`config.mk`:
```
export PLATFORM = sky130hd
export DESIGN_NAME = cgw_ctrl
export DESIGN_NICKNAME = d
export VERILOG_FILES = /design/src/rtl/cgw_pkg.sv /design/src/rtl/cgw_sync.sv /design/src/rtl/cgw_mask.sv /design/src/rtl/cgw_fsm.sv /design/src/rtl/cgw_ctrl.sv
export SDC_FILE = /design/constraint.sdc
export NUM_CORES = 1
export LEC_CHECK = 0
export CAP_MARGIN = 20
export CORE_AREA = 4 4 41 43
export DETAILED_ROUTE_END_ITERATION = 16
export DIE_AREA = 0 0 45 47
export DONT_BUFFER_PORTS = 1
export PLACE_DENSITY_LB_ADDON = 0.1
export SLEW_MARGIN = 20
export SYNTH_ARGS = -nofsm -noshare
export SYNTH_HDL_FRONTEND = slang
export SYNTH_SLANG_ARGS = --single-unit
```
`constraint.sdc`:
```
create_clock -name clk -period 2.4 [get_ports clk]
set_input_delay 0.12 -clock clk [delete_from_list [all_inputs] [get_ports clk]]
set_output_delay 0.12 -clock clk [all_outputs]
set_load 0.1 [all_outputs]
```
`src/rtl/cgw_pkg.sv`:
```
package cgw_pkg;
   typedef enum logic [2:0] {
      ST_CLOSED = 3'd0,
      ST_ARMED  = 3'd1,
      ST_PRE    = 3'd2,
      ST_GATED  = 3'd3,
      ST_POST   = 3'd4
   } cgw_state_e;
endpackage

```
`src/rtl/cgw_sync.sv`:
```
module cgw_sync #(
   parameter int STAGES = 2
) (
   input  logic clk,
   input  logic rst_n,
   input  logic d_async,
   output logic q_sync
);
   logic [STAGES-1:0] chain;

   generate
      if (STAGES == 1) begin : g_one
         always_ff @(posedge clk or negedge rst_n) begin
            if (!rst_n) chain <= '0;
            else        chain <= d_async;
         end
      end else begin : g_many
         always_ff @(posedge clk or negedge rst_n) begin
            if (!rst_n) chain <= '0;
            else        chain <= {chain[STAGES-2:0], d_async};
         end
      end
   endgenerate

   assign q_sync = chain[STAGES-1];
endmodule

```
`src/rtl/cgw_mask.sv`:
```
module cgw_mask #(
   parameter int ACT_W  = 3,
   parameter int MASK_W = 1 << ACT_W
) (
   input  logic              clk,
   input  logic              rst_n,
   input  logic              wr_en,
   input  logic [MASK_W-1:0] wr_data,
   input  logic              ev_valid,
   input  logic [ACT_W-1:0]  ev_code,
   output logic              ev_hit,
   output logic [MASK_W-1:0] mask_q
);
   always_ff @(posedge clk or negedge rst_n) begin
      if (!rst_n)     mask_q <= '0;
      else if (wr_en) mask_q <= wr_data;
   end

   // judged against the mask as it stood before any same-cycle write
   assign ev_hit = ev_valid & mask_q[ev_code];
endmodule

```
`src/rtl/cgw_fsm.sv`:
```
module cgw_fsm
   import cgw_pkg::*;
(
   input  logic       clk,
   input  logic       rst_n,
   input  logic       stop_act,
   input  logic       sg_seen,
   input  logic       sg_hit,
   input  logic       rel_seen,
   output cgw_state_e st_q,
   output logic       gate_en,
   output logic       hold_req
);
   cgw_state_e st_d;

   always_comb begin
      st_d = st_q;
      unique case (st_q)
         ST_CLOSED: if (sg_hit && !rel_seen) st_d = ST_ARMED;
         ST_ARMED: begin
            if (rel_seen)                 st_d = ST_CLOSED;
            else if (stop_act)            st_d = ST_PRE;
            else if (sg_seen && !sg_hit)  st_d = ST_CLOSED;
         end
         ST_PRE:   st_d = ST_GATED;
         ST_GATED: if (!stop_act) st_d = ST_POST;
         ST_POST:  st_d = ST_CLOSED;
         default:  st_d = ST_CLOSED;
      endcase
   end

   always_ff @(posedge clk or negedge rst_n) begin
      if (!rst_n) st_q <= ST_CLOSED;
      else        st_q <= st_d;
   end

   assign gate_en  = (st_q != ST_GATED);
   assign hold_req = (st_q == ST_PRE) || (st_q == ST_GATED) || (st_q == ST_POST);
endmodule

```
`src/rtl/cgw_ctrl.sv`:
```
module cgw_ctrl
   import cgw_pkg::*;
#(
   parameter int ACT_W       = 3,
   parameter int SYNC_STAGES = 2,
   localparam int MASK_W     = 1 << ACT_W
) (
   input  logic              clk,
   input  logic              rst_n,
   input  logic              cfg_we,
   input  logic [MASK_W-1:0] cfg_wdata,
   input  logic              sg_valid,
   input  logic [ACT_W-1:0]  sg_action,
   input  logic              scd_valid,
   input  logic              link_stop_n,
   output logic              clk_en,
   output logic              upstream_hold
);
   generate
      if (ACT_W < 1 || ACT_W > 6) begin : g_bad_act
         $error("cgw_ctrl: ACT_W must lie in 1..6");
      end
      if (SYNC_STAGES < 2) begin : g_bad_sync
         $error("cgw_ctrl: SYNC_STAGES must be at least 2");
      end
   endgenerate

   logic              stop_sync;
   logic              sg_hit;
   logic [MASK_W-1:0] cfg_mask;
   cgw_state_e        st;

   cgw_sync #(.STAGES(SYNC_STAGES)) u_sync (
      .clk     (clk),
      .rst_n   (rst_n),
      .d_async (~link_stop_n),
      .q_sync  (stop_sync)
   );

   cgw_mask #(.ACT_W(ACT_W), .MASK_W(MASK_W)) u_mask (
      .clk      (clk),
      .rst_n    (rst_n),
      .wr_en    (cfg_we),
      .wr_data  (cfg_wdata),
      .ev_valid (sg_valid),
      .ev_code  (sg_action),
      .ev_hit   (sg_hit),
      .mask_q   (cfg_mask)
   );

   cgw_fsm u_fsm (
      .clk      (clk),
      .rst_n    (rst_n),
      .stop_act (stop_sync),
      .sg_seen  (sg_valid),
      .sg_hit   (sg_hit),
      .rel_seen (scd_valid),
      .st_q     (st),
      .gate_en  (clk_en),
      .hold_req (upstream_hold)
   );
endmodule


```
==> metrics.txt, run 1 <==
# TYPE chip_impl_metric gauge
chip_impl_info{name="outcome",value="finished, final reports clean"} 1
chip_impl_metric{name="ir_drop",unit="mV"} 0.5577
chip_impl_info{name="path_class",value="reg -> out"} 1
chip_impl_metric{name="pwr_density_cell",unit="nW/um2"} 840.8
chip_impl_metric{name="finalWorstPathRequiredPeriod",unit="ns"} 1.419
chip_impl_metric{name="final.period_utilization",unit=""} 0.5913
chip_impl_metric{name="clock_pin_slew_worst_setup_and_hold_paths",unit="ns"} 0.07
chip_impl_info{name="setup.worst_path.start_class",value="flip-flop"} 1
chip_impl_metric{name="post-cts-setup-buffer-count",unit=""} 0
chip_impl_info{name="rsz0062_at_grt",value="no"} 1
chip_impl_metric{name="cts.sinks",unit=""} 13
chip_impl_metric{name="first_pass_iters",unit=""} 3
chip_impl_info{name="cpMaxStageDelayCell",value="sky130_fd_sc_hd__dfrtp_1"} 1
chip_impl_metric{name="post_route_cells_drive_above_1_share",unit=""} 0.1324
chip_impl_metric{name="synth_cell_types",unit=""} 20
chip_impl_metric{name="mappedNetlistNets",unit=""} 63
chip_impl_metric{name="synth.yosys.warnings",unit=""} 0
chip_impl_metric{name="maximum_number_of_pins_on_one_net_before_global_route_repair",unit=""} 14
chip_impl_metric{name="post-place-ws",unit="ns"} 1.181
chip_impl_metric{name="layoutNonFillerInstCount",unit=""} 83
chip_impl_metric{name="grt-ovfl-total",unit=""} 0
chip_impl_metric{name="syn_inst",unit=""} 46
chip_impl_metric{name="max-slew-margin-rel",unit=""} 0.6168
chip_impl_metric{name="route.detailed.wl_per_inst",unit="um"} 14.19
chip_impl_metric{name="slew_at_the_pin_closest_to_its_max_slew_limit",unit="ns"} 0.5729
chip_impl_metric{name="cts_max_path_buffers",unit=""} 2
chip_impl_metric{name="hold_violation_total_from_the_final_report",unit=""} 0
chip_impl_info{name="tritoncts",value="done"} 1
chip_impl_info{name="clockRootBuffer",value="sky130_fd_sc_hd__clkbuf_4"} 1
chip_impl_info{name="synth.largest_area_cell",value="sky130_fd_sc_hd__dfrtp_1"} 1
chip_impl_metric{name="insertedDiodeCount",unit=""} 0
chip_impl_metric{name="synth_top_cell_area_share",unit=""} 0.5350
chip_impl_metric{name="finClkSkew",unit="ns"} 0.004303
chip_impl_info{name="worstSetupEndpointType",value="output port"} 1
chip_impl_info{name="most_used_cells_in_the_layout_excluding_fill_and_tap_cells",value="sky130_fd_sc_hd__dlygate4sd3_1, sky130_fd_sc_hd__dfrtp_1, sky130_fd_sc_hd__mux2_1, sky130_fd_sc_hd__mux2i_1"} 1
chip_impl_metric{name="cts_inserted_buffers",unit=""} 3
chip_impl_metric{name="fmaxAchievable",unit="MHz"} 704.7
chip_impl_metric{name="maxCapViolations",unit=""} 0
chip_impl_metric{name="mappedNetlistArea",unit="um2"} 608.1
chip_impl_metric{name="routed_wirelength",unit="um"} 1178
chip_impl_metric{name="clk-insertion-delay-late",unit="ns"} 0.27
chip_impl_metric{name="place_inst",unit=""} 61
chip_impl_metric{name="drt_iter0_drc",unit=""} 1
chip_impl_metric{name="floorplan.die_area",unit="um2"} 2115
chip_impl_info{name="critical-path-top-delay-family",value="flip-flops"} 1
chip_impl_info{name="netlist_top_cells_area",value="sky130_fd_sc_hd__dfrtp_1, sky130_fd_sc_hd__mux2_1, sky130_fd_sc_hd__mux2i_1"} 1
chip_impl_metric{name="max_stage_delay",unit="ns"} 0.45
chip_impl_metric{name="syn2layout_area_growth",unit="%"} 37.65
chip_impl_metric{name="worstPathMaxFanout",unit=""} 7
chip_impl_metric{name="crit_path_arrival_time",unit="ns"} 1.30
chip_impl_metric{name="globalRouteTotalUtil",unit=""} 0.1326
chip_impl_metric{name="crit_required",unit="ns"} 2.28
chip_impl_metric{name="setup_slack",unit="ns"} 0.9809
chip_impl_metric{name="net_total_in_the_final_layout",unit=""} 86
chip_impl_metric{name="ios",unit=""} 19
chip_impl_metric{name="grt_pass1_wl",unit="um"} 1938
chip_impl_metric{name="port_buffers",unit=""} 0
chip_impl_metric{name="dp.final_hpwl",unit="um"} 799.8
chip_impl_metric{name="via_count_of_the_first_global_routing_pass",unit=""} 477
chip_impl_metric{name="vias",unit=""} 424
chip_impl_metric{name="vias_per_cell",unit=""} 5.108
chip_impl_metric{name="setup_viol_count_final",unit=""} 0
chip_impl_metric{name="chipWidth",unit="um"} 45
chip_impl_info{name="timing.hold.worst.class",value="in -> reg"} 1
chip_impl_info{name="layout.cells.most_common",value="sky130_fd_sc_hd__dlygate4sd3_1"} 1
chip_impl_info{name="timing.critical_path.cells",value="nand2b_1, o21ai_2, buf_4"} 1
chip_impl_metric{name="fin_tns_setup",unit="ns"} 0
chip_impl_metric{name="row_count",unit=""} 13
chip_impl_metric{name="place.gp.congestion",unit=""} 0.6870
chip_impl_metric{name="grt_antenna_before_repair",unit=""} 0
chip_impl_metric{name="ctsHtreeMaxLevel",unit=""} 1
chip_impl_metric{name="initial_utilization",unit=""} 0.4673
chip_impl_metric{name="chipHeight",unit="um"} 47
chip_impl_metric{name="yosys_register_bits",unit=""} 13
chip_impl_metric{name="syn_avg_cell_area",unit="um2"} 13.22
chip_impl_metric{name="area_of_the_core_region",unit="um2"} 1301
chip_impl_metric{name="path_buf_inv",unit=""} 1
chip_impl_metric{name="synth_seq_area_share",unit=""} 0.5350
chip_impl_metric{name="antenna_violating_nets_post_route",unit=""} 0
chip_impl_metric{name="detail_route.drc_violations",unit=""} 0
chip_impl_metric{name="total_leakage_power",unit="nW"} 0.3587
chip_impl_metric{name="finalMaxSlewViolations",unit=""} 0
[through the flow]
| stage | cell area (um2) | util | hold slack (ns) | total power [mW] |
|---|---|---|---|---|
| 6_report | 837.1 | 0.6433 | 0.06927 | 0.7038 |
| 5_1_grt | 837.1 | 0.6433 | 0.07251 | 0.7462 |
| 4_1_cts | 837.1 | 0.6433 | 0.06039 | 0.7107 |
| 3_5_place_dp | 630.6 | 0.4846 | -0.1752 | 0.5411 |
| 3_3_place_gp | 630.6 | 0.4846 | -0.1752 | 0.5298 |
| 2_1_floorplan | 608.1 | - | -0.1756 | 0.4939 |
[kinds of logic (layout without fill, tap and decap cells)]
kind of cell / Yosys count / count (layout) / share of synthesized area
muxes: 13 / 13 / 0.2510
DFF: 13 / 13 / 0.5350
and+or+nand+nor: 10 / 10 / 0.09670
AOI/OAI and AO/OA: 6 / 6 / 0.08022
buffers and inverters: 4 / 26 / 0.03703
[Yosys cell counts, drive strengths merged]
library cell / number
mux2i: 4
o2bb2ai: 1
a221oi: 1
o21ai: 2
nor3b: 1
o21ba: 1
nor2b: 2
clkbuf: 1
nor3: 1
nor2: 1
dfrtp: 13
nand3b: 1
mux2: 8
nand2: 1
inv: 2
nand2b: 3
buf: 1
mux4: 1
a21oi: 1
[final timing paths]
check                                      start          endpoint  slack (ns)  cells past startpoint
worst max-delay path               u_fsm.st_q[1]     upstream_hold        0.98                      3
worst min-delay path                    sg_valid     u_fsm.st_q[0]        0.07                      2
worst max register to register  u_mask.mask_q[2]  u_mask.mask_q[2]        1.04                      2
worst min register to register   u_sync.chain[0]   u_sync.chain[1]        0.36                      0
max in group asynchronous                  rst_n   u_sync.chain[0]        1.74                      1
min in group asynchronous                  rst_n  u_mask.mask_q[1]        0.28                      1
[flip-flops by register name, indices dropped and copies added, names as in the netlist]
register / count
u_mask.mask_q: 8
u_fsm.st_q: 3
u_sync.chain: 2
[where the power goes]
part | total (mW) | leakage (nW) | switching, mW | internal (mW)
Sequential | 0.294 | 0.156 | 0.0413 | 0.252
Clock | 0.132 | 0.0150 | 0.0676 | 0.0643
Combinational | 0.278 | 0.188 | 0.169 | 0.109
[per-layer routing]
metal,track usage,wire length (um)
met5,0,0
met1,0.1483,512
met4,0.07018,4
met2,0.2373,581
met3,0.02682,80
[cell type report]
class / instances / area, um2
flip-flops and latches: 13 / 325.3
well taps: 15 / 18.77
clock buffers: 4 / 26.28
repair buffers: 20 / 195.2
fillers: 104 / 464.2
inverters: 2 / 7.507
multi-input cells: 29 / 264.0
[what timing repair did]
| item | CTS | global route |
|---|---|---|
| resized for setup | 0 | 0 |
| hold buffers | 18 | 0 |
| endpoints found under the hold margin | 22 | 0 |
No activity file was read; power rests on OpenSTA's default activity.
==> inputs of run 2 (changes only) <==
clock period = 1.4 ns   (was 2.4 ns; I/O delays follow)
==> metrics.txt, run 2 (same netlist as run 1, synthesis figures left out) <==
# TYPE chip_impl_metric gauge
chip_impl_metric{name="chipWidth",unit="um"} 45
chip_impl_metric{name="grt_pass1_wl",unit="um"} 2070
chip_impl_metric{name="finalWorstPathRequiredPeriod",unit="ns"} 1.328
chip_impl_info{name="top_regs",value="u_mask.mask_q x8, u_fsm.st_q x3, u_sync.chain x2"} 1
chip_impl_metric{name="max_stage_delay",unit="ns"} 0.55
chip_impl_info{name="clockRootBuffer",value="sky130_fd_sc_hd__clkbuf_4"} 1
chip_impl_metric{name="finalMaxSlewViolations",unit=""} 0
chip_impl_metric{name="pwr_density_cell",unit="nW/um2"} 1508
chip_impl_metric{name="cts.sinks",unit=""} 13
chip_impl_metric{name="vias_per_cell",unit=""} 5.110
chip_impl_info{name="path_class",value="reg -> reg"} 1
chip_impl_metric{name="dp.final_hpwl",unit="um"} 882.1
chip_impl_metric{name="setup_viol_count_final",unit=""} 0
chip_impl_info{name="cpMaxStageDelayCell",value="sky130_fd_sc_hd__dlygate4sd3_1"} 1
chip_impl_info{name="layout.cells.most_common",value="sky130_fd_sc_hd__dlygate4sd3_1"} 1
chip_impl_metric{name="grt-ovfl-total",unit=""} 0
chip_impl_metric{name="reg2reg_slack",unit="ns"} 0.07
chip_impl_metric{name="ctsHtreeMaxLevel",unit=""} 1
chip_impl_info{name="timing.critical_path.cells",value="mux2_1, dlygate4sd3_1"} 1
chip_impl_metric{name="place.gp.congestion",unit=""} 0.6649
chip_impl_info{name="holdCritStartpoint",value="cfg_we"} 1
chip_impl_metric{name="cts_inserted_buffers",unit=""} 3
chip_impl_info{name="timing.hold.worst.class",value="in -> reg"} 1
chip_impl_metric{name="row_count",unit=""} 13
chip_impl_info{name="outcome",value="finished, violations left"} 1
chip_impl_metric{name="multiInputGateArea",unit="um2"} 271.5
chip_impl_info{name="worst_hold_path.endpoint",value="u_mask.mask_q[1]"} 1
chip_impl_metric{name="chipHeight",unit="um"} 47
chip_impl_info{name="tritoncts",value="done"} 1
chip_impl_metric{name="finClkSkew",unit="ns"} 0.0003027
chip_impl_metric{name="net_total_in_the_final_layout",unit=""} 85
chip_impl_metric{name="drt_iter0_drc",unit=""} 1
chip_impl_metric{name="crit_path_arrival_time",unit="ns"} 1.48
chip_impl_metric{name="clk-insertion-delay-late",unit="ns"} 0.27
chip_impl_metric{name="final.period_utilization",unit=""} 0.9484
chip_impl_metric{name="area_of_the_core_region",unit="um2"} 1301
chip_impl_metric{name="min_delay_path_depth",unit=""} 1
chip_impl_metric{name="grt_antenna_before_repair",unit=""} 0
chip_impl_metric{name="smallest_hold_slack",unit="ns"} -0.04483
chip_impl_metric{name="insertedDiodeCount",unit=""} 0
chip_impl_metric{name="cts_max_path_buffers",unit=""} 2
chip_impl_metric{name="cell_count_of_the_worst_reg_to_reg_path",unit=""} 2
chip_impl_info{name="regToRegStartpoint",value="u_mask.mask_q[2]"} 1
chip_impl_metric{name="slew_at_the_pin_closest_to_its_max_slew_limit",unit="ns"} 0.5814
chip_impl_metric{name="detail_route.drc_violations",unit=""} 0
chip_impl_metric{name="final.fill_count",unit=""} 108
chip_impl_info{name="worstSetupEndpointType",value="flip-flop"} 1
chip_impl_metric{name="ir_drop",unit="mV"} 0.7867
chip_impl_metric{name="total_leakage_power",unit="nW"} 0.3584
chip_impl_metric{name="port_buffers",unit=""} 0
chip_impl_metric{name="crit_required",unit="ns"} 1.55
chip_impl_metric{name="syn2layout_area_growth",unit="%"} 39.51
chip_impl_metric{name="vias",unit=""} 419
chip_impl_metric{name="antenna_violating_nets_post_route",unit=""} 0
chip_impl_metric{name="maxCapViolations",unit=""} 0
chip_impl_info{name="rsz0062_at_grt",value="no"} 1
chip_impl_info{name="violations",value="negative hold slack"} 1
chip_impl_info{name="setup.worst_path.start_class",value="flip-flop"} 1
chip_impl_metric{name="flip_flop_count_of_the_largest_register_all_copies_and_words_added",unit=""} 8
chip_impl_metric{name="clock_pin_slew_worst_setup_and_hold_paths",unit="ns"} 0.07
chip_impl_metric{name="first_pass_iters",unit=""} 3
chip_impl_info{name="most_used_cells_in_the_layout_excluding_fill_and_tap_cells",value="sky130_fd_sc_hd__dlygate4sd3_1, sky130_fd_sc_hd__dfrtp_1, sky130_fd_sc_hd__mux2_1, sky130_fd_sc_hd__mux2i_1"} 1
chip_impl_metric{name="worstPathMaxFanout",unit=""} 2
chip_impl_metric{name="floorplan.die_area",unit="um2"} 2115
chip_impl_metric{name="fmaxAchievable",unit="MHz"} 753.1
chip_impl_info{name="max_flop_register",value="u_mask.mask_q"} 1
chip_impl_metric{name="maximum_number_of_pins_on_one_net_before_global_route_repair",unit=""} 14
chip_impl_info{name="worst_r2r_endpoint",value="u_mask.mask_q[2]"} 1
chip_impl_metric{name="routed_wirelength",unit="um"} 1172
chip_impl_metric{name="fin_tns_setup",unit="ns"} 0
chip_impl_metric{name="initial_utilization",unit=""} 0.4673
chip_impl_metric{name="ff_latch_area",unit="um2"} 326.6
chip_impl_metric{name="route.detailed.wl_per_inst",unit="um"} 14.29
chip_impl_metric{name="globalRouteTotalUtil",unit=""} 0.1426
chip_impl_metric{name="hold_violation_total_from_the_final_report",unit=""} 1
chip_impl_metric{name="post-cts-setup-buffer-count",unit=""} 0
chip_impl_metric{name="post_route_cells_drive_above_1_share",unit=""} 0.1493
chip_impl_metric{name="via_count_of_the_first_global_routing_pass",unit=""} 464
chip_impl_metric{name="max-slew-margin-rel",unit=""} 0.6111
chip_impl_metric{name="ios",unit=""} 19
## run 2: cell types whose count changed in the layout (fill, tap and decap cells not counted)
| cell | delta |
|---|---|
| sky130_fd_sc_hd__buf_12 | +1 |
| sky130_fd_sc_hd__buf_4 | -1 |
| sky130_fd_sc_hd__dfrtp_1 | -1 |
| sky130_fd_sc_hd__dfrtp_2 | +1 |
| sky130_fd_sc_hd__dlygate4sd3_1 | -1 |
| sky130_fd_sc_hd__o21ai_2 | -1 |
| sky130_fd_sc_hd__o21ai_4 | +1 |
## run 2: worst max path at each step
stage | startpoint | end | slack [ns]
floorplan | u_fsm.st_q[2] | clk_en | 0.11
global placement | u_mask.mask_q[7] | u_fsm.st_q[0] | 0.21
detailed placement | u_mask.mask_q[6] | u_fsm.st_q[0] | 0.17
CTS | u_fsm.st_q[1] | upstream_hold | 0.05
global route | u_fsm.st_q[1] | upstream_hold | 0.01
finish | u_mask.mask_q[2] | u_mask.mask_q[2] | 0.07
## run 2: final cells by class
type / instances / area share
flip-flops and latches: 13 / 0.3850
multi-input cells: 29 / 0.3201
repair buffers: 19 / 0.2330
clock buffers: 4 / 0.03097
well taps: 15 / 0.02212
inverters: 2 / 0.008850
## run 2: power by group
| part | switching, mW | internal [mW] |
|---|---|---|
| Sequential | 0.0785 | 0.436 |
| Clock | 0.113 | 0.110 |
| Combinational | 0.311 | 0.231 |
| Total | 0.503 | 0.776 |
## run 2: critical path, delay by kind of cell, from the launching register on
family | cells | cell delay, ns
DFF | 1 | 0.38
muxes | 1 | 0.28
buffers and inverters | 1 | 0.55
## run 2: stage by stage
stage          power, mW    util  std cells  instance area, um2  worst slack (ns)
2_1_floorplan     0.8763       -         46               619.3            0.1052
3_3_place_gp      0.9808  0.5000         61               650.6            0.2062
3_5_place_dp       1.009  0.5000         61               650.6            0.1740
4_1_cts            1.296  0.6587         83               857.1           0.04801
5_1_grt            1.356  0.6519         82               848.3           0.01273
6_report           1.279  0.6519         82               848.3           0.07222
## run 2: what timing repair did
action	CTS	global route
resized for setup	0	1
endpoints found under the hold margin	22	1
endpoints found under the setup margin	0	3
hold buffers	18	1
## run 2: routing by layer
layer	vias to the layer above	global-route usage	part of all wire
li1	207	-	-
met4	0	0.07018	0.0043
met2	14	0.2486	0.53
met5	-	0	0
met1	196	0.1663	0.39
met3	2	0.03065	0.075
